**src/rtl/sss_pkg.sv**
```systemverilog
package sss_pkg;
   typedef enum logic [2:0] {
      SW_IDLE,
      SW_SCAN,
      SW_VCAP,
      SW_HCAP,
      SW_PIX
   } sweep_state_e;
endpackage

```
**src/rtl/sss_addr_arb.sv**
```systemverilog
module sss_addr_arb #(
   parameter int LO_W     = 7,
   parameter int HI_W     = 3,
   parameter bit FORCE_HI = 1'b1
) (
   input  logic            h2,
   input  logic [LO_W-1:0] cpu_lo,
   input  logic [HI_W-1:0] cpu_hi,
   input  logic [LO_W-1:0] sweep_lo,
   output logic [LO_W-1:0] ram_lo,
   output logic [HI_W-1:0] ram_hi
);
   if (LO_W < 2) begin : g_bad_lo
      $error("sss_addr_arb: LO_W must be at least 2");
   end

   assign ram_lo = h2 ? sweep_lo : cpu_lo;

   // The sweep window sits in the top of the RAM, or follows the CPU bus
   if (FORCE_HI) begin : g_force_hi
      assign ram_hi = h2 ? {HI_W{1'b1}} : cpu_hi;
   end else begin : g_pass_hi
      assign ram_hi = cpu_hi;
   end
endmodule

```
**src/rtl/sss_line_budget.sv**
```systemverilog
module sss_line_budget #(
   parameter int LINE_STEPS = 192
) (
   input  logic clk,
   input  logic rst_n,
   input  logic hsync_n,
   input  logic step,
   output logic hs_rise,
   output logic exhausted
);
   localparam int CNT_W = (LINE_STEPS > 0) ? $clog2(LINE_STEPS + 1) : 1;

   logic hs_q;

   always_ff @(posedge clk or negedge rst_n) begin
      if (!rst_n) hs_q <= 1'b1;
      else        hs_q <= hsync_n;
   end

   assign hs_rise = hsync_n & ~hs_q;

   if (LINE_STEPS > 0) begin : g_limited
      localparam logic [CNT_W-1:0] CAP = CNT_W'(LINE_STEPS);
      logic [CNT_W-1:0] cnt;

      always_ff @(posedge clk or negedge rst_n) begin
         if (!rst_n)                  cnt <= CAP;
         else if (hs_rise)            cnt <= '0;
         else if (step && cnt != CAP) cnt <= cnt + 1'b1;
      end

      assign exhausted = (cnt == CAP);

      // the step count never passes the per-line budget
      p_budget_cap_r10: assert property (@(posedge clk) disable iff (!rst_n)
         cnt <= CAP);
   end else begin : g_unlimited
      logic unused_step;
      assign unused_step = step;
      assign exhausted   = 1'b0;
   end
endmodule

```
**src/rtl/sss_grp_ctr.sv**
```systemverilog
module sss_grp_ctr #(
   parameter int GRP_W = 3
) (
   input  logic             clk,
   input  logic             rst_n,
   input  logic             clear,
   input  logic             advance,
   input  logic             size_big,
   output logic [GRP_W-1:0] grp,
   output logic             last
);
   if (GRP_W < 2) begin : g_bad_w
      $error("sss_grp_ctr: GRP_W must be at least 2");
   end

   localparam logic [GRP_W-1:0] BIG_LAST   = {GRP_W{1'b1}};
   localparam logic [GRP_W-1:0] SMALL_LAST = {1'b0, {(GRP_W-1){1'b1}}};

   assign last = size_big ? (grp == BIG_LAST) : (grp == SMALL_LAST);

   always_ff @(posedge clk or negedge rst_n) begin
      if (!rst_n)       grp <= '0;
      else if (clear)   grp <= '0;
      else if (advance) grp <= last ? '0 : grp + 1'b1;
   end

   // a small sprite never reaches the top group bit
   p_small_no_h16_r6: assert property (@(posedge clk) disable iff (!rst_n)
      !size_big |-> !grp[GRP_W-1]);

   // a large sprite wraps only after its final group
   p_big_wrap_r7: assert property (@(posedge clk) disable iff (!rst_n)
      (advance && size_big && grp == BIG_LAST) |=> grp == '0);
endmodule

```
**src/rtl/sprite_sweep_seq.sv**
```systemverilog
module sprite_sweep_seq
   import sss_pkg::*;
#(
   parameter int IDX_W         = 6,
   parameter int HI_W          = 3,
   parameter int GRP_W         = 3,
   parameter int LINE_STEPS    = 192,
   parameter bit SWEEP_HI_ONES = 1'b1
) (
   input  logic               clk,
   input  logic               rst_n,
   input  logic               h1,
   input  logic               h2,
   input  logic               hsync_n,
   input  logic [IDX_W:0]     cpu_addr,
   input  logic [HI_W-1:0]    cpu_addr_hi,
   input  logic               match_n,
   input  logic               size_big,
   output logic [IDX_W:0]     ram_addr,
   output logic [HI_W-1:0]    ram_addr_hi,
   output logic               vset_n,
   output logic               hset_n,
   output logic               ld_en,
   output logic [GRP_W-1:0]   grp
);
   localparam int               LO_W     = IDX_W + 1;
   localparam logic [IDX_W-1:0] LAST_IDX = {IDX_W{1'b1}};

   if (IDX_W < 1) begin : g_bad_idx
      $error("sprite_sweep_seq: IDX_W must be at least 1");
   end

   sweep_state_e     state;
   logic [IDX_W-1:0] idx;
   logic             size_q;
   logic             hs_rise;
   logic             exhausted;
   logic             grp_last;
   logic             grp_adv;
   logic             grp_clr;
   logic [GRP_W-1:0] grp_cnt;
   logic             odd_word;
   logic [LO_W-1:0]  sweep_lo;

   sss_line_budget #(.LINE_STEPS(LINE_STEPS)) u_budget (
      .clk       (clk),
      .rst_n     (rst_n),
      .hsync_n   (hsync_n),
      .step      (h2),
      .hs_rise   (hs_rise),
      .exhausted (exhausted)
   );

   // Sweep controller: one step per h2-high clock
   always_ff @(posedge clk or negedge rst_n) begin
      if (!rst_n) begin
         state  <= SW_IDLE;
         idx    <= '0;
         size_q <= 1'b0;
      end else if (hs_rise) begin
         state <= SW_SCAN;
         idx   <= '0;
      end else if (h2) begin
         if (exhausted) begin
            state <= SW_IDLE;
         end else begin
            case (state)
               SW_SCAN: begin
                  if (!match_n) begin
                     state  <= SW_VCAP;
                     size_q <= size_big;
                  end else if (idx == LAST_IDX) begin
                     state <= SW_IDLE;
                  end else begin
                     idx <= idx + 1'b1;
                  end
               end
               SW_VCAP: state <= SW_HCAP;
               SW_HCAP: state <= SW_PIX;
               SW_PIX: begin
                  if (h1 && grp_last) begin
                     if (idx == LAST_IDX) begin
                        state <= SW_IDLE;
                     end else begin
                        state <= SW_SCAN;
                        idx   <= idx + 1'b1;
                     end
                  end
               end
               default: state <= SW_IDLE;
            endcase
         end
      end
   end

   assign grp_adv = h2 & h1 & (state == SW_PIX) & ~exhausted;
   assign grp_clr = hs_rise | (state != SW_PIX);

   sss_grp_ctr #(.GRP_W(GRP_W)) u_grp (
      .clk      (clk),
      .rst_n    (rst_n),
      .clear    (grp_clr),
      .advance  (grp_adv),
      .size_big (size_q),
      .grp      (grp_cnt),
      .last     (grp_last)
   );

   assign odd_word = (state == SW_HCAP) || (state == SW_PIX);
   assign sweep_lo = {idx, odd_word};

   sss_addr_arb #(.LO_W(LO_W), .HI_W(HI_W), .FORCE_HI(SWEEP_HI_ONES)) u_arb (
      .h2       (h2),
      .cpu_lo   (cpu_addr),
      .cpu_hi   (cpu_addr_hi),
      .sweep_lo (sweep_lo),
      .ram_lo   (ram_addr),
      .ram_hi   (ram_addr_hi)
   );

   assign vset_n = ~((state == SW_VCAP) & h2 & ~exhausted);
   assign hset_n = ~((state == SW_HCAP) & h2 & ~exhausted);
   assign ld_en  = (state == SW_PIX);
   assign grp    = ld_en ? grp_cnt : '0;

   // the CPU owns the whole address while h2 is low
   p_cpu_pass_r1: assert property (@(posedge clk) disable iff (!rst_n)
      !h2 |-> (ram_addr == cpu_addr && ram_addr_hi == cpu_addr_hi));

   // a sync rise lands on sprite 0 with streaming stopped
   p_hsync_restart_r3: assert property (@(posedge clk) disable iff (!rst_n)
      hs_rise |=> (state == SW_SCAN && idx == '0 && !ld_en && grp == '0));

   // the vertical strobe sits on an even word, the horizontal on an odd one
   p_vset_even_r5: assert property (@(posedge clk) disable iff (!rst_n)
      !vset_n |-> (!ram_addr[0] && ram_addr_hi == {HI_W{1'b1}}));
   p_hset_odd_r5: assert property (@(posedge clk) disable iff (!rst_n)
      !hset_n |-> (ram_addr[0] && vset_n));

   // a new nonzero group appears only after a phase-11 edge
   p_grp_roll_r8: assert property (@(posedge clk) disable iff (!rst_n)
      (grp != $past(grp) && grp != '0) |-> $past(h2 && h1));

   // streaming never overlaps a load strobe
   p_ld_quiet_r9: assert property (@(posedge clk) disable iff (!rst_n)
      ld_en |-> (vset_n && hset_n));

   // the idle state is silent
   p_idle_quiet_r10: assert property (@(posedge clk) disable iff (!rst_n)
      (state == SW_IDLE) |-> (vset_n && hset_n && !ld_en && grp == '0));
endmodule

```
**config.mk**
```make
export PLATFORM = sky130hd
export DESIGN_NAME = sprite_sweep_seq
export DESIGN_NICKNAME = d
export VERILOG_FILES = /design/src/rtl/sss_pkg.sv /design/src/rtl/sss_addr_arb.sv /design/src/rtl/sss_line_budget.sv /design/src/rtl/sss_grp_ctr.sv /design/src/rtl/sprite_sweep_seq.sv
export SDC_FILE = /design/constraint.sdc
export NUM_CORES = 1
export LEC_CHECK = 0
export BUFFER_PORTS_ARGS = -buffer_cell sky130_fd_sc_hd__buf_2
export CAP_MARGIN = 20
export CORE_ASPECT_RATIO = 1.4
export CORE_MARGIN = 2
export CORE_UTILIZATION = 37
export DETAILED_ROUTE_END_ITERATION = 10
export SLEW_MARGIN = 15
export SYNTH_ARGS = -nofsm -noshare
export SYNTH_HDL_FRONTEND = slang
export SYNTH_HIERARCHICAL = 1
export SYNTH_SLANG_ARGS = --single-unit
export TNS_END_PERCENT = 20
```
**constraint.sdc**
```tcl
create_clock -name clk -period 2 [get_ports clk]
set_input_delay 0.4 -clock clk [delete_from_list [all_inputs] [get_ports clk]]
set_output_delay 0.4 -clock clk [all_outputs]
set_load 0.02 [all_outputs]
```
==> flow_metrics.tcl, run 1 <==
set metrics [dict create \
    status "finished, violations left" \
    violations "negative setup slack" \
    post-route-drc-count 0 \
    cp.required_ns 1.60 \
    slew_headroom 0.653 \
    synth_ff_type "dfrtp_1" \
    syn_area_sq_mm 0.00145 \
    synth_seq_cells 22 \
    synth.distinct_cells 45 \
    critPathMaxStageDelay_ns 0.39 \
    cts_num_sinks 22 \
    insertion_delay_ns 0.26 \
    synthCells 146 \
    holdWs_ns 0.105 \
    ys_warn_count 6 \
    wl_per_cell_microns 14.0 \
    critPathKind "reg -> out" \
    via_per_inst 5.47 \
    avgSynthCellArea_sq_um 9.90 \
    critical_path.endpoint_type "output pin" \
    postLayoutSetupSlackWorst_ns -0.0365 \
    report.final.slew_viol_count 0 \
    start_kind "flip-flop" \
    wirelength_microns 3240 \
    synth_edf_count 0 \
    fin_skew_ns 0.00344 \
    postSynth.asyncResetShare 1.00 \
    antenna_found_initial 0 \
    row_count 26 \
    grt_start_max_net_pins 23 \
    critPathArrivalTime_ns 1.64 \
    cts.path.max_buffers 2 \
    grt_pass1_vias 1343 \
    holdBufCountCts 0 \
    post_cts.repair.setup_buffers 0 \
    gp_congestion 0.809 \
    drtIter0Drc 6 \
    grt_pass1_wl_microns 5750 \
    powerDensity_mw_per_mm2 669 \
    n_fill_cell 363 \
    ff_latch_area_sq_um 554 \
    min_period_ns 2.04 \
    ys_seq_area_frac 0.384 \
    die_w_microns 56.8 \
    setup_viol 2 \
    dpl_worst_slack_ns -0.0113 \
    syn_nets 167 \
    fin_nets 212 \
    dr.pass1.iters 4 \
    dp_hpwl_microns 2510 \
    worstHoldPathType "in -> async" \
    dr_total_vias 1270 \
    dieArea_sq_mm 0.00443 \
    ios 33 \
    cts_tree "yes" \
    start_util 0.390 \
    core-area_sq_mm 0.00371 \
    die_h_microns 77.9 \
    drv_cap 0 \
    cp_max_fo 5 \
    numPortBuffers 32 \
    fin_crit_sh 1.02 \
    area_growth_pct 25.3 \
    tightest_slew_ns 0.521 \
    cts_buffers 3 \
    diodes 0 \
    crit_slowest_cell "dfrtp_1" \
    htree_levels 1 \
    root_buffer "clkbuf_8" \
    final_hold_viol_count 0 \
    peakVddDrop_v 0.000406 \
    gr-usage-all-layers 0.162 \
    clk_pin_slew_worst_paths_ns 0.08 \
    cellLeakagePower_nw 0.825 \
    reg2reg_slack_ns 0.02 \
    multi_input_area_sq_um 888 \
    overflow 0 \
    layout-drive-gt1-share 0.389 \
    fmax_mhz 491 \
    ant_nets 0 \
    rsz0062_at_grt "yes" \
    crit_chain "inv_2 > ha_4 > nand4b_1 > nor4_2 > buf_4 > nor3_2 > nand3_1 > buf_6" \
]
[flip-flops by register name, indices dropped and copies added, names as in the netlist]
name                    flops
u_budget/g_limited.cnt      8
idx                         6
state                       3
u_grp/grp                   3
size_q                      1
u_budget/hs_q               1
[placed cells by master (no fill, tap or decap), drive strengths merged, types with 5 or more instances in the layout]
| cell | Yosys | layout |
|---|---|---|
| buf | 2 | 43 |
| dfrtp | 19 | 19 |
| nand2 | 13 | 13 |
| a21oi | 12 | 12 |
| mux2 | 9 | 9 |
| nor2 | 8 | 8 |
| nand3 | 7 | 7 |
| nand2b | 5 | 5 |
[cell families (layout without fill, tap and decap cells)]
logic type      count (synthesis)  count (layout)  synth area share
flops                          22              22             0.384
fa+ha+maj                       4               4            0.0346
xor+xnor                        3               3            0.0182
compound gates                 30              30             0.147
mux                            13              13             0.116
buf+inv                         7              51            0.0260
simple gates                   67              67             0.274
[cell usage after synthesis (2+ instances only)]
cell type	count	area (sq um)
nand3_1	6	30.0
o41ai_1	2	17.5
or2b_1	2	15.0
nor2b_1	4	25.0
xor2_1	2	17.5
dfstp_2	3	78.8
dfrtp_1	19	475
and2_1	3	18.8
o31ai_1	4	30.0
and3b_1	2	17.5
nor3_1	2	10.0
a21bo_2	2	20.0
ha_1	4	50.1
nand4_1	2	12.5
o21ai_0	3	15.0
and3_1	2	12.5
or3_1	3	18.8
nand2_1	13	48.8
inv_1	4	15.0
a21oi_1	12	60.1
or4_1	4	30.0
mux2i_1	4	40.0
nand2b_1	5	31.3
nor2_1	8	30.0
nand4b_1	2	17.5
mux2_2	2	22.5
mux2_4	7	105
or2_1	3	18.8
[metrics by stage]
stage          total power [mW]  cell area (sq um)  utilization  cells  setup TNS, ns
2_1_floorplan             0.785               1450            -    146        -0.0192
3_3_place_gp              0.898               1720        0.465    228              0
3_5_place_dp              0.915               1720        0.465    228        -0.0207
4_1_cts                    1.21               1780        0.481    232         -0.154
5_1_grt                    1.30               1810        0.488    232         -0.755
6_report                   1.21               1810        0.488    232        -0.0490
[final cells by class]
type	count	area share
multi-input cells	117	0.491
well taps	42	0.0290
clock buffers	4	0.0249
flip-flops and latches	22	0.306
repair buffers	43	0.141
inverters	4	0.00829
[worst paths after layout]
kind,from,end,cells past startpoint
worst min-delay path,rst_n,idx[3]$_DFFE_PN0P_,1
max in group asynchronous,rst_n,u_budget/hs_q$_DFF_PN1_,1
worst min register to register,u_budget/g_limited.cnt[7]$_DFFE_PN1P_,u_budget/g_limited.cnt[7]$_DFFE_PN1P_,2
min in group clk,hsync_n,u_budget/hs_q$_DFF_PN1_,1
worst max register to register,u_grp/grp[0]$_DFFE_PN0P_,idx[5]$_DFFE_PN0P_,6
worst max-delay path,u_budget/g_limited.cnt[0]$_DFFE_PN0P_,vset_n,8
[worst max-delay path, delay by kind of cell, from the launching register on]
kind | cells | cell delay, ns
buffers and inverters | 3 | 0.39
flip-flops | 1 | 0.39
adder cells (fa/ha/maj) | 1 | 0.12
AND/OR/NAND/NOR | 4 | 0.47
[layer usage]
layer	wire length, microns	part of all wire	vias to the layer above	track usage
met5	0	0	-	0
met4	24	0.0074	0	0.0605
met3	82	0.025	2	0.0150
met2	1760	0.54	17	0.303
met1	1380	0.43	626	0.187
li1	-	-	625	-
[what timing repair did]
action                                  4_1_cts  5_1_grt
pin swaps                                     1        1
endpoints found under the setup margin        4       12
gates resized for setup                       4        9
[where the power goes]
| part | switching [mW] | internal [mW] | leakage (nW) |
|---|---|---|---|
| logic | 0.189 | 0.182 | 0.517 |
| registers | 0.0600 | 0.495 | 0.286 |
| clock network | 0.143 | 0.142 | 0.0228 |
Power figures use the tool's default switching activity.
==> run 2, diff against run 1 <==
==> constraint.sdc (replaced) <==
create_clock -name clk -period 1.8 [get_ports clk]
set_input_delay 0.36 -clock clk [delete_from_list [all_inputs] [get_ports clk]]
set_output_delay 0.36 -clock clk [all_outputs]
set_load 0.02 [all_outputs]
==> run 2 against run 1 <==
Against the previous run: the run still ends with negative setup slack left; sequential share of layout area shrank 3.0 points; combinational power increased by 31%; via count grew 4.6%; clock-buffer cell count unchanged; critical path depth rose by 1; first-iteration DRC count rose to 7.2 times the previous value; flip-flop and latch count is the same; non-clock buffer count rose by 18; core utilization is 5.4 points higher; final area is 11% higher; hold slack worse by 0.048 ns; largest cell class unchanged; highest routed layer unchanged.
==> flow_metrics.tcl, run 2 (synthesis gave the netlist of run 1 again) <==
set metrics [dict create \
    critical_path.endpoint_type "flip-flop" \
    area_growth_pct 39.0 \
    cts_tree "yes" \
    peakVddDrop_v 0.000606 \
    largest_reg_flops 8 \
    layout-drive-gt1-share 0.462 \
    root_buffer "clkbuf_8" \
    status "finished, violations left" \
    ios 33 \
    holdBufCountCts 0 \
    core-area_sq_mm 0.00371 \
    design_area_sq_mm 0.00201 \
    crit_path_start "u_budget/g_limited.cnt[0]$_DFFE_PN0P_" \
    grt_pass1_wl_microns 5950 \
    numPortBuffers 32 \
    worstHoldPathType "in -> async" \
    die_w_microns 56.8 \
    wl_per_cell_microns 14.1 \
    ant_nets 0 \
    setup_viol 15 \
    dr.pass1.iters 4 \
    dp_hpwl_microns 2570 \
    grt_start_max_net_pins 23 \
    fin_nets 230 \
    reg2reg_slack_ns -0.24 \
    post-route-drc-count 0 \
    postLayoutSetupSlackWorst_ns -0.239 \
    rsz0062_at_grt "yes" \
    cp_max_fo 8 \
    die_h_microns 77.9 \
    gp_congestion 0.840 \
    powerDensity_mw_per_mm2 724 \
    r2r_cells 9 \
    start_kind "flip-flop" \
    cts_num_sinks 22 \
    finish.utilization 0.542 \
    regMostFlops "u_budget/g_limited.cnt" \
    cts_buffers 3 \
    wirelength_microns 3520 \
    place_inst 240 \
    row_count 26 \
    layout.cells.non_filler 250 \
    worstReg2RegStart "u_budget/g_limited.cnt[0]$_DFFE_PN0P_" \
    fin_skew_ns 0.00293 \
    overflow 0 \
    placed_cell_area_sq_mm 0.00183 \
    n_fill_cell 357 \
    antenna_found_initial 0 \
    final_cell_mix "buf_2 (29), buf_4 (26), dfrtp_1 (18)" \
    clk_pin_slew_worst_paths_ns 0.08 \
    largest_registers "u_budget/g_limited.cnt x8, idx x6" \
    fmax_mhz 490 \
    diodes 0 \
    crit_path_end "idx[5]$_DFFE_PN0P_" \
    ff_latch_area_sq_um 556 \
    cts.path.max_buffers 2 \
    cp.required_ns 1.99 \
    dr_total_vias 1329 \
    cellLeakagePower_nw 0.929 \
    multi_input_area_sq_um 923 \
    grt_pass1_vias 1387 \
    critPathKind "reg -> reg" \
    tightest_slew_ns 0.511 \
    start_util 0.390 \
    htree_levels 1 \
    r2r-end "idx[5]$_DFFE_PN0P_" \
    critPathArrivalTime_ns 2.23 \
    via_per_inst 5.32 \
    dieArea_sq_mm 0.00443 \
    fin_crit_sh 1.13 \
    insertion_delay_ns 0.26 \
    final_hold_viol_count 0 \
    violations "negative setup slack" \
    slew_headroom 0.660 \
    gr-usage-all-layers 0.164 \
    report.final.slew_viol_count 0 \
    drv_cap 0 \
    min_period_ns 2.04 \
    drtIter0Drc 43 \
    layout_commonest_cell "buf_2" \
]
run 2: cell types whose count changed in the layout (fill, tap and decap cells not counted), sizes merged:
cell,delta
buf,+18
run 2: worst min path at each step:
stage                      from            endpoint  slack [ns]
after floorplan           rst_n  idx[0]$_DFFE_PN0P_        0.06
after global placement    rst_n  idx[3]$_DFFE_PN0P_        0.36
after detailed placement  rst_n  idx[3]$_DFFE_PN0P_        0.37
after CTS                 rst_n  idx[3]$_DFFE_PN0P_        0.08
after global routing      rst_n  idx[2]$_DFFE_PN0P_        0.11
final                     rst_n  idx[3]$_DFFE_PN0P_        0.06
run 2: layout make-up:
type	count	area share
timing repair buffer	61	0.203
sequential	22	0.276
clock buffer	4	0.0274
multi-input combinational	117	0.460
inverter	4	0.00747
tap	42	0.0262
run 2: per-stage QoR:
step                setup slack, ns  setup TNS [ns]  total power, mW  hold WS (ns)
finish                       -0.239           -1.71             1.46        0.0570
global route                 -0.325           -3.44             1.54         0.109
CTS                          -0.317           -3.06             1.47        0.0820
detailed placement           -0.210           -1.66             1.06         0.370
global placement             -0.103          -0.660             1.03         0.361
floorplan                    -0.131          -0.536            0.875        0.0644
run 2: power breakdown:
group	internal, mW	switching (mW)
Combinational	0.248	0.237
Clock	0.195	0.164
Sequential	0.551	0.0602
Total	0.994	0.461
run 2: repair_timing:
item | 4_1_cts | 5_1_grt
pin swaps | 13 | 7
buffers inserted | 5 | 1
gates resized for setup | 17 | 4
setup endpoints to repair | 18 | 19
run 2: worst max-delay path, stage by stage (launching register included):
cell	delay, ns
dfrtp_1	0.36
inv_2	0.06
ha_4	0.15
nand4b_1	0.14
nor4_4	0.07
buf_4	0.14
nand2b_4	0.13
a211o_4	0.31
or4b_1	0.47
a21oi_1	0.13
run 2: per-layer routing:
layer  track usage  wire (microns)
met5             0               0
met4        0.0512              63
met3        0.0200             131
met2         0.308            1820
met1         0.188            1510
